File: src/rtl/ap_trk_pkg.sv
package ap_trk_pkg;
  typedef enum logic [1:0] {
    CMD_NOP = 2'd0,
    CMD_ACT = 2'd1,
    CMD_RD  = 2'd2,
    CMD_WR  = 2'd3
  } cmd_e;

  typedef enum logic [2:0] {
    BK_IDLE   = 3'd0,
    BK_ACTIVE = 3'd1,
    BK_WRITE  = 3'd2,
    BK_WREC   = 3'd3,
    BK_PRE    = 3'd4
  } bank_st_e;
endpackage

File: src/rtl/ap_rd_pipe.sv
module ap_rd_pipe #(
  parameter int CAS_LAT   = 3,
  parameter int BURST_LEN = 4
) (
  input  logic clk_i,
  input  logic rst_ni,
  input  logic rd_i,
  output logic valid_o
);
  localparam int CW = $clog2(BURST_LEN);

  logic [CAS_LAT-1:0] sr_q, sr_d;
  logic [CW-1:0]      rcnt_q;

  if (CAS_LAT > 1) begin : g_shift
    assign sr_d = {sr_q[CAS_LAT-2:0], rd_i};
  end else begin : g_single
    assign sr_d = rd_i;
  end

  always_ff @(posedge clk_i or negedge rst_ni) begin
    if (!rst_ni) begin
      sr_q   <= '0;
      rcnt_q <= '0;
    end else begin
      sr_q <= sr_d;
      if (sr_q[CAS_LAT-1])  rcnt_q <= CW'(BURST_LEN - 1);
      else if (rcnt_q != 0) rcnt_q <= rcnt_q - 1'b1;
    end
  end

  assign valid_o = sr_q[CAS_LAT-1] | (rcnt_q != 0);
endmodule

File: src/rtl/ap_bank_fsm.sv
module ap_bank_fsm
  import ap_trk_pkg::*;
#(
  parameter int BURST_LEN = 4,
  parameter int COL_W     = 8,
  parameter int T_WR      = 2,
  parameter int T_RP      = 3
) (
  input  logic             clk_i,
  input  logic             rst_ni,
  input  logic             hit_i,
  input  logic [1:0]       cmd_i,
  input  logic             ap_i,
  input  logic [COL_W-1:0] col_i,
  input  logic             intr_i,
  output logic [2:0]       st_o,
  output logic [BURST_LEN-1:0] mask_o,
  output logic             acc_rw_o,
  output logic             viol_o,
  output logic             beat_vld_o,
  output logic [COL_W-1:0] beat_col_o
);
  localparam int BEAT_W  = $clog2(BURST_LEN);
  localparam int MAX_A   = (T_WR > T_RP) ? T_WR : T_RP;
  localparam int CNT_MAX = (MAX_A > BURST_LEN) ? MAX_A : BURST_LEN;
  localparam int CNT_W   = $clog2(CNT_MAX + 1);

  bank_st_e             st_q, st_d;
  logic [CNT_W-1:0]     cnt_q, cnt_d;
  logic                 ap_q, ap_d, rpend_q, rpend_d;
  logic [COL_W-1:0]     col_q, col_d;
  logic [BURST_LEN-1:0] mask_q, mask_d;
  cmd_e                 cmd;
  logic                 is_open, rw;

  assign cmd      = cmd_e'(cmd_i);
  assign is_open  = (st_q == BK_ACTIVE) || (st_q == BK_WRITE);
  assign rw       = hit_i && ((cmd == CMD_RD) || (cmd == CMD_WR));
  assign acc_rw_o = rw && is_open;
  assign viol_o   = hit_i && (cmd != CMD_NOP) && ((st_q == BK_WREC) || (st_q == BK_PRE));

  // burst-aligned column wrap
  function automatic logic [COL_W-1:0] wrap_col(input logic [COL_W-1:0] base,
                                                input logic [BEAT_W-1:0] off);
    return {base[COL_W-1:BEAT_W], base[BEAT_W-1:0] + off};
  endfunction

  always_comb begin
    st_d       = st_q;
    cnt_d      = cnt_q;
    ap_d       = ap_q;
    rpend_d    = rpend_q;
    col_d      = col_q;
    mask_d     = mask_q;
    beat_vld_o = 1'b0;
    beat_col_o = col_q;
    if (acc_rw_o && cmd == CMD_WR) begin
      st_d       = BK_WRITE;
      cnt_d      = CNT_W'(1);
      ap_d       = ap_i;
      col_d      = col_i;
      mask_d     = BURST_LEN'(1);
      rpend_d    = 1'b0;
      beat_vld_o = 1'b1;
      beat_col_o = col_i;
    end else if (acc_rw_o) begin
      st_d    = BK_ACTIVE;
      rpend_d = ap_i;
      cnt_d   = CNT_W'(BURST_LEN - 1);
    end else begin
      case (st_q)
        BK_IDLE: if (hit_i && cmd == CMD_ACT) begin
          st_d    = BK_ACTIVE;
          rpend_d = 1'b0;
        end
        BK_ACTIVE: if (rpend_q) begin
          if (cnt_q == CNT_W'(1)) begin
            st_d    = BK_PRE;
            cnt_d   = CNT_W'(T_RP);
            rpend_d = 1'b0;
          end else cnt_d = cnt_q - 1'b1;
        end
        BK_WRITE: if (intr_i) begin
          st_d  = ap_q ? BK_WREC : BK_ACTIVE;
          cnt_d = CNT_W'(T_WR);
        end else begin
          beat_vld_o = 1'b1;
          beat_col_o = wrap_col(col_q, cnt_q[BEAT_W-1:0]);
          mask_d[cnt_q[BEAT_W-1:0]] = 1'b1;
          if (cnt_q == CNT_W'(BURST_LEN - 1)) begin
            st_d  = ap_q ? BK_WREC : BK_ACTIVE;
            cnt_d = CNT_W'(T_WR);
          end else cnt_d = cnt_q + 1'b1;
        end
        BK_WREC: if (cnt_q == CNT_W'(1)) begin
          st_d  = BK_PRE;
          cnt_d = CNT_W'(T_RP);
        end else cnt_d = cnt_q - 1'b1;
        BK_PRE: if (cnt_q == CNT_W'(1)) st_d = BK_IDLE;
                else cnt_d = cnt_q - 1'b1;
        default: st_d = BK_IDLE;
      endcase
    end
  end

  always_ff @(posedge clk_i or negedge rst_ni) begin
    if (!rst_ni) begin
      st_q    <= BK_IDLE;
      cnt_q   <= '0;
      ap_q    <= 1'b0;
      rpend_q <= 1'b0;
      col_q   <= '0;
      mask_q  <= '0;
    end else begin
      st_q    <= st_d;
      cnt_q   <= cnt_d;
      ap_q    <= ap_d;
      rpend_q <= rpend_d;
      col_q   <= col_d;
      mask_q  <= mask_d;
    end
  end

  assign st_o   = st_q;
  assign mask_o = mask_q;
endmodule

File: src/rtl/ap_bank_tracker.sv
module ap_bank_tracker #(
  parameter int NUM_BANKS = 4,
  parameter int BURST_LEN = 4,
  parameter int COL_W     = 8,
  parameter int T_WR      = 2,
  parameter int T_RP      = 3,
  parameter int CAS_LAT   = 3,
  localparam int BANK_W   = $clog2(NUM_BANKS)
) (
  input  logic                           clk_i,
  input  logic                           rst_ni,
  input  logic [1:0]                     cmd_i,
  input  logic                           ap_i,
  input  logic [BANK_W-1:0]              bank_i,
  input  logic [COL_W-1:0]               col_i,
  output logic [3*NUM_BANKS-1:0]         bank_state_o,
  output logic [NUM_BANKS*BURST_LEN-1:0] wr_mask_o,
  output logic                           beat_vld_o,
  output logic [BANK_W-1:0]              beat_bank_o,
  output logic [COL_W-1:0]               beat_col_o,
  output logic                           rd_valid_o,
  output logic                           viol_o
);
  logic [NUM_BANKS-1:0] acc, vpulse, bvld, intr;
  logic [COL_W-1:0]     bcol [NUM_BANKS];
  logic                 viol_q;

  for (genvar b = 0; b < NUM_BANKS; b++) begin : g_bank
    assign intr[b] = |(acc & ~(NUM_BANKS'(1) << b));
    ap_bank_fsm #(
      .BURST_LEN(BURST_LEN), .COL_W(COL_W), .T_WR(T_WR), .T_RP(T_RP)
    ) u_fsm (
      .clk_i      (clk_i),
      .rst_ni     (rst_ni),
      .hit_i      ((cmd_i != 2'd0) && (bank_i == BANK_W'(b))),
      .cmd_i      (cmd_i),
      .ap_i       (ap_i),
      .col_i      (col_i),
      .intr_i     (intr[b]),
      .st_o       (bank_state_o[3*b +: 3]),
      .mask_o     (wr_mask_o[BURST_LEN*b +: BURST_LEN]),
      .acc_rw_o   (acc[b]),
      .viol_o     (vpulse[b]),
      .beat_vld_o (bvld[b]),
      .beat_col_o (bcol[b])
    );
  end

  // at most one bank bursts at a time
  always_comb begin
    beat_vld_o  = 1'b0;
    beat_bank_o = '0;
    beat_col_o  = '0;
    for (int b = 0; b < NUM_BANKS; b++) begin
      if (bvld[b]) begin
        beat_vld_o  = 1'b1;
        beat_bank_o = BANK_W'(b);
        beat_col_o  = bcol[b];
      end
    end
  end

  ap_rd_pipe #(.CAS_LAT(CAS_LAT), .BURST_LEN(BURST_LEN)) u_rd (
    .clk_i   (clk_i),
    .rst_ni  (rst_ni),
    .rd_i    ((cmd_i == 2'd2) && (|acc)),
    .valid_o (rd_valid_o)
  );

  always_ff @(posedge clk_i or negedge rst_ni) begin
    if (!rst_ni) viol_q <= 1'b0;
    else         viol_q <= viol_q | (|vpulse);
  end

  assign viol_o = viol_q;
endmodule

File: config.mk
export PLATFORM = sky130hd
export DESIGN_NAME = ap_bank_tracker
export DESIGN_NICKNAME = d
export VERILOG_FILES = /design/src/rtl/ap_trk_pkg.sv /design/src/rtl/ap_rd_pipe.sv /design/src/rtl/ap_bank_fsm.sv /design/src/rtl/ap_bank_tracker.sv
export SDC_FILE = /design/constraint.sdc
export NUM_CORES = 1
export LEC_CHECK = 0
export CORE_ASPECT_RATIO = 1.75
export CORE_MARGIN = 1.5
export CORE_UTILIZATION = 35
export CTS_CLUSTER_DIAMETER = 60
export DETAILED_ROUTE_END_ITERATION = 7
export SYNTH_ARGS = -nofsm -noshare
export SYNTH_HDL_FRONTEND = slang
export SYNTH_HIERARCHICAL = 1
export SYNTH_SLANG_ARGS = --single-unit
File: constraint.sdc
create_clock -name clk_i -period 18.3 [get_ports clk_i]
set_input_delay 5.49 -clock clk_i [delete_from_list [all_inputs] [get_ports clk_i]]
set_output_delay 5.49 -clock clk_i [all_outputs]
set_load 0.1 [all_outputs]
# Yosys cells after proc, flatten, opt, wreduce, memory -nomap -nowiden
# Cells that the tools add are included.
word_totals:
  wordCells: 361
  register_bits: 86
op_classes:
  bitwise_logic: 6
  n_reduce_logical: 84
  magnitude_cmp: 8
  n_addsub: 13
  n_eq_ne: 58
  muxes: 165
op_table:
  columns: ["op", "n"]
  rows:
  - ["3-bit two-way mux", 60]
  - ["4-bit two-way mux", 16]
  - ["8-bit two-way mux", 8]
  - ["3-bit one-hot mux with 5 select lines", 4]
  - ["3-bit one-hot mux with 4 select lines", 4]
  - ["1-bit two-way mux", 45]
  - ["2-bit two-way mux", 20]
  - ["3-bit by 2-bit equality test with 1-bit output, second input constant", 12]
  - ["1-bit logical AND", 33]
  - ["4-bit by 3-bit != test with 1-bit output, second input constant", 8]
  - ["3-bit by 1-bit equality test with 1-bit output, second input constant", 8]
  - ["3-bit AND reduction", 8]
  - ["6-bit nonzero test", 4]
  - ["5-bit by 3-bit != test with 1-bit output, second input constant", 4]
  - ["2-bit != test, second input constant", 8]
  - ["4-bit by 1-bit != test with 1-bit output, second input constant", 4]
  - ["4-bit by 2-bit != test with 1-bit output, second input constant", 4]
  - ["4-bit OR", 4]
  - ["4-bit AND reduction", 4]
  - ["4-bit nonzero test", 4]
  - ["2-bit nonzero test", 7]
  - ["3-bit by 1-bit adder with 3-bit output, second input constant", 4]
  - ["3-bit equality test, second input constant", 4]
  - ["3-bit logical NOT", 4]
  - ["other kinds (15)", 53]

# Depth between registers and ports, before layout
logic_depth:
  depth_word: 13
  ltp_mapped: 12

# By module
# The synthesis kept the hierarchy.
modules_own_cells:
  columns: ["mod", "area_per_inst_um2", "cells_per_inst", "n_inst"]
  rows:
  - ["ap_bank_fsm at g_bank[0].u_fsm ...", 1255.0, 130, 2]
  - ["ap_bank_fsm at g_bank[3].u_fsm", 1306.3, 155, 1]
  - ["ap_bank_fsm at g_bank[2].u_fsm", 1232.4, 124, 1]
  - ["ap_bank_tracker", 375.4, 56, 1]
  - ["ap_rd_pipe", 188.9, 14, 1]

# Worst setup path after synthesis
# OpenSTA, ideal clock, no wires.
synth_timing:
  kind: "input to output"
  from: "in cmd_i[1]"
  to: "out beat_col_o[0]"
  required_ns: 12.810
  setup_slack_ns: 3.013
  stages: 12
  t_arrival_ns: 9.797
  cell_sequence: "nor2_1 -> nor3b_1 -> nand2_1 -> clkbuf_1 -> nor3_1 -> or3_1 -> or3_1 -> nand2_1 -> buf_4 -> clkbuf_1 -> a221oi_1 -> o21ai_0"
synth_between:
  word_cells_on_any_way: 60
  classes_between: "2 x eq/ne; 36 x mux; 22 x reduce/logical"
synth_lines:
  columns: ["item", "line", "text"]
  rows:
  - ["start: declaration", "ap_bank_tracker.sv:12", "input logic [1:0] cmd_i,"]
  - ["2-bit equality test or 2-bit nonzero test (tied branches)", "ap_bank_fsm.sv:38, ap_bank_tracker.sv:35", null]
  - ["1-bit logical OR or 1-bit logical AND (tied branches)", "ap_bank_fsm.sv:38, ap_bank_tracker.sv:35", null]
  - ["1-bit logical AND *", "ap_bank_fsm.sv:38", "assign rw = hit_i && ((cmd == CMD_RD) || (cmd == CMD_WR));"]
  - ["1-bit logical AND *", "ap_bank_fsm.sv:39", "assign acc_rw_o = rw && is_open;"]
  - ["via acc[1]", "ap_bank_tracker.sv:24", "logic [NUM_BANKS-1:0] acc, vpulse, bvld, intr;"]
  - ["3-bit OR reduction *", "ap_bank_tracker.sv:29", "assign intr[b] = |(acc & ~(NUM_BANKS'(1) << b));"]
  - ["via intr[3]", "ap_bank_tracker.sv:24", null]
  - ["1-bit two-way mux *", "ap_bank_fsm.sv:83", "BK_WRITE: if (intr_i) begin"]
  - ["1-bit two-way mux *", "ap_bank_fsm.sv:71", "case (st_q)"]
  - ["1-bit two-way mux *", "ap_bank_fsm.sv:66", "end else if (acc_rw_o) begin"]
  - ["1-bit two-way mux *", "ap_bank_fsm.sv:57", "if (acc_rw_o && cmd == CMD_WR) begin"]
  - ["via bvld[3]", "ap_bank_tracker.sv:24", null]
  - ["8-bit two-way mux *", "ap_bank_tracker.sv:55", "if (bvld[b]) begin"]
  - ["end: declaration", "ap_bank_tracker.sv:20", "output logic [COL_W-1:0] beat_col_o,"]
# The timed path passes the listed nets; every way through them passes the cells marked *.

# Final worst setup path
layout_timing:
  from: "in cmd_i[0]"
  to: "out beat_col_o[7]"
layout_between:
  word_cells_on_any_way: 48
  classes_between: "2 x eq/ne; 24 x mux; 22 x reduce/logical"
layout_lines:
  columns: ["item", "line"]
  rows:
  - ["2-bit equality test or 2-bit nonzero test (tied branches)", "ap_bank_fsm.sv:38, ap_bank_tracker.sv:35"]
  - ["1-bit logical OR or 1-bit logical AND (tied branches)", "ap_bank_fsm.sv:38, ap_bank_tracker.sv:35"]
  - ["1-bit logical AND *", "ap_bank_fsm.sv:38"]
  - ["1-bit logical AND *", "ap_bank_fsm.sv:39"]
  - ["via acc[1]", "ap_bank_tracker.sv:24"]
  - ["3-bit OR reduction *", "ap_bank_tracker.sv:29"]
  - ["via intr[2]", "ap_bank_tracker.sv:24"]
  - ["1-bit two-way mux *", "ap_bank_fsm.sv:83"]
  - ["1-bit two-way mux *", "ap_bank_fsm.sv:71"]
  - ["1-bit two-way mux *", "ap_bank_fsm.sv:66"]
  - ["1-bit two-way mux *", "ap_bank_fsm.sv:57"]
  - ["via bvld[2]", "ap_bank_tracker.sv:24"]
  - ["8-bit two-way mux * (2 in series)", "ap_bank_tracker.sv:55"]
# Marked as above.

==> results.txt <==
Avg WL per Cell - 17.03 um
VDD IR max - 0.1016 mV
Max Freq - 59.83 MHz
TritonCTS clock tree - done
Core Util, Final - 41.62%
dominant cell type by area after synthesis - dfrtp_1
First DRT Iteration DRCs - 242
post-CTS setup repair buffer count - 0
clock latency on the worst-skew pair - 0.35 ns
Tmin final - 16.71 ns
RSZ-0062 raised after global routing - false
vias - 4659
DRT antenna net count - 0
P&R area growth vs syn - 17.14%
Synth Cell Area - 5613 um2
total track usage - 17.56%
Synth Flop Type - dfrtp_1
YS warnings - 6
IO Port Bufs - 55
Leakage - 2.886 nW
CP required - 12.81 ns
startpoint class of the critical path - input port
drt drc - 0
PD cells - 179.7 nW/um2
synth cell count leaders - nand2_1 (88), dfrtp_1 (86), mux2_2 (43), o21ai_0 (41), nor2_1 (36)
# IOs - 56
via/cell ratio - 5.546
post-synth cell types - 66
Hold Path Class - reg -> reg
number of global-route vias before repair - 4669
number of cells after detailed placement - 824
max cap viols - 0
Die X - 98.73 um
DP Area - 6284 um2
Die H - 170.5 um
count leader, synth - nand2_1
Non-Filler Instances - 840
largest net degree at the start of global routing - 66
cells after synthesis - 609
critical path endpoint category - output port
GR Overflow Total - 0
Initial Util - 35.53%
ANT cells - 0
# rows - 61
top-area cell type share of the netlist area - 38.34%
buffer depth of the longest clock path - 2
Avg Cell Area, Syn - 9.217 um2
setup TNS - 0 ns
status - complete, no violations
post-CTS sizing - 0
initial antenna violation count - 0
Inserted Clock Buffers - 9
CP max FO - 21
CTS HTree Levels - 3
Area contributors post-synth - dfrtp_1 (38%), mux2_2 (8.6%), nand2_1 (5.9%)
Seq cells post-synth - 86
Worst-path clk slew - 0.07 ns
hold_buf cts - 0
post-detail-place hpwl - 10450 um
Worst EP arrival - 11.22 ns
DRT Pass-1 Iters - 6
Final Hold Viols - 0
setup ws final - 1.586 ns
Setup violations, final - 0
Root Driver - clkbuf_16
first-pass GRT wire length - 23520 um
path type of the worst setup path - in -> out
Async SR Flop Fraction - 100.0%
Final #Nets - 682
Max-slew headroom - 34.63%
Setup Skew - 0.009418 ns
die area - 16840 um2
post-route design area - 6575 um2
Syn Nets - 645
slew of the pin with the lowest slew margin - 0.9775 ns
sequential fraction of the synthesis area - 38.34%
layout cell share with drive strength beyond 1 - 12.75%
clk sinks - 86
DP Worst Slack - 1.634 ns
final slew viol count - 0
Final Routed Wirelength - 14310 um
Post-synth EDFFs - 0
core area - 15800 um2
Final GP Congestion - 0.9173
fin crit share - 91.33%
-- metrics by stage --
| stage | hold WS (ns) | total power, W |
|---|---|---|
| finish | 0.3508 | 0.001181 |
| CTS | 0.3525 | 0.001192 |
| floorplan | 0.3312 | 0.0008486 |
| global route | 0.3709 | 0.001260 |
| global placement | 0.3346 | 0.0009908 |
| detailed placement | 0.3442 | 0.001005 |
-- layout by cell type, fill, tap and decap left out, types with 5 or more instances in the layout --
cell type,count
inv_1,16
nand2_1,88
nor2b_1,20
and3b_1,5
or3_1,6
o31ai_1,7
o21ai_0,41
a21oi_1,28
nand3_1,18
xor2_1,5
buf_4,6
or3b_1,5
nor3_1,14
o211ai_1,7
nand2b_1,15
nor3b_1,9
nor2_1,36
clkdlybuf4s50_1,54
ha_1,21
mux2_1,6
a221oi_1,8
clkbuf_16,9
dfrtp_1,86
a211o_1,9
nand3b_1,7
xnor2_1,6
mux2_2,43
-- flip-flops by register name (all words and copies together) (netlist names) --
signal                count
g_bank.u_fsm/col_q       32
g_bank.u_fsm/mask_o      16
g_bank.u_fsm/cnt_q       12
g_bank.u_fsm/st_o        12
g_bank.u_fsm/ap_q         4
g_bank.u_fsm/rpend_q      4
u_rd/sr_q                 3
u_rd/rcnt_q               2
viol_o                    1
-- cells by family after synthesis --
family                   count (synthesis)  share of synthesized area (%)
AND/OR/NAND/NOR                        255                          25.12
XOR/XNOR                                11                          1.716
buffers and inverters                   50                          3.767
AO/OA/AOI/OAI                          133                          15.65
flip-flops                              86                          38.34
adder cells (fa/ha/maj)                 21                          4.681
multiplexers                            53                          10.72
-- cell type report --
class,instances,area (um2)
Clock buffer,10,239.0
Clock inverter,6,52.55
Fill cell,1526,9224
Inverter,16,60.06
Multi-Input combinational cell,473,3249
Sequential cell,86,2152
Tap cell,189,236.5
Timing Repair Buffer,60,585.6
-- per-layer routing --
layer	global-route usage (%)	share of wire [%]	wire, um
met1	19.38	40	5681
met2	33.03	55	7829
met3	3.023	3.1	447
met4	7.019	2.4	349
met5	0	0	0
-- worst paths after layout --
kind	start	endpoint	slack, ns	cells past startpoint
max	cmd_i[0]	beat_col_o[7]	1.59	12
min	u_rd/sr_q[0]	u_rd/sr_q[1]	0.35	0
max reg2reg	g_bank[1].u_fsm/st_o[1]	g_bank[3].u_fsm/st_o[1]	15.38	6
min reg2reg	u_rd/sr_q[0]	u_rd/sr_q[1]	0.35	0
max in group asynchronous	rst_ni	g_bank[1].u_fsm/st_o[0]	12.14	2
min in group asynchronous	rst_ni	g_bank[0].u_fsm/mask_o[1]	5.03	1
-- worst max-delay path: stages --
cell,delay [ns]
clkdlybuf4s50_1,0.92
nor2_1,0.17
nor3b_1,0.53
nand2_1,0.37
nor3_1,0.65
or3_1,0.32
nor3b_4,0.11
or2_2,0.41
nor2b_1,0.59
a221oi_1,0.18
o21ai_0,0.29
clkdlybuf4s50_1,1.19
-- power by group --
group / total [W] / leakage, nW / internal (W) / switching, W
Combinational: 0.000650 / 1.65 / 0.000225 / 0.000425
Sequential: 0.000349 / 1.09 / 0.000266 / 0.0000827
Clock: 0.000182 / 0.144 / 0.0000983 / 0.0000836
Total: 0.00118 / 2.89 / 0.000590 / 0.000591
Power figures use the tool's default switching activity.
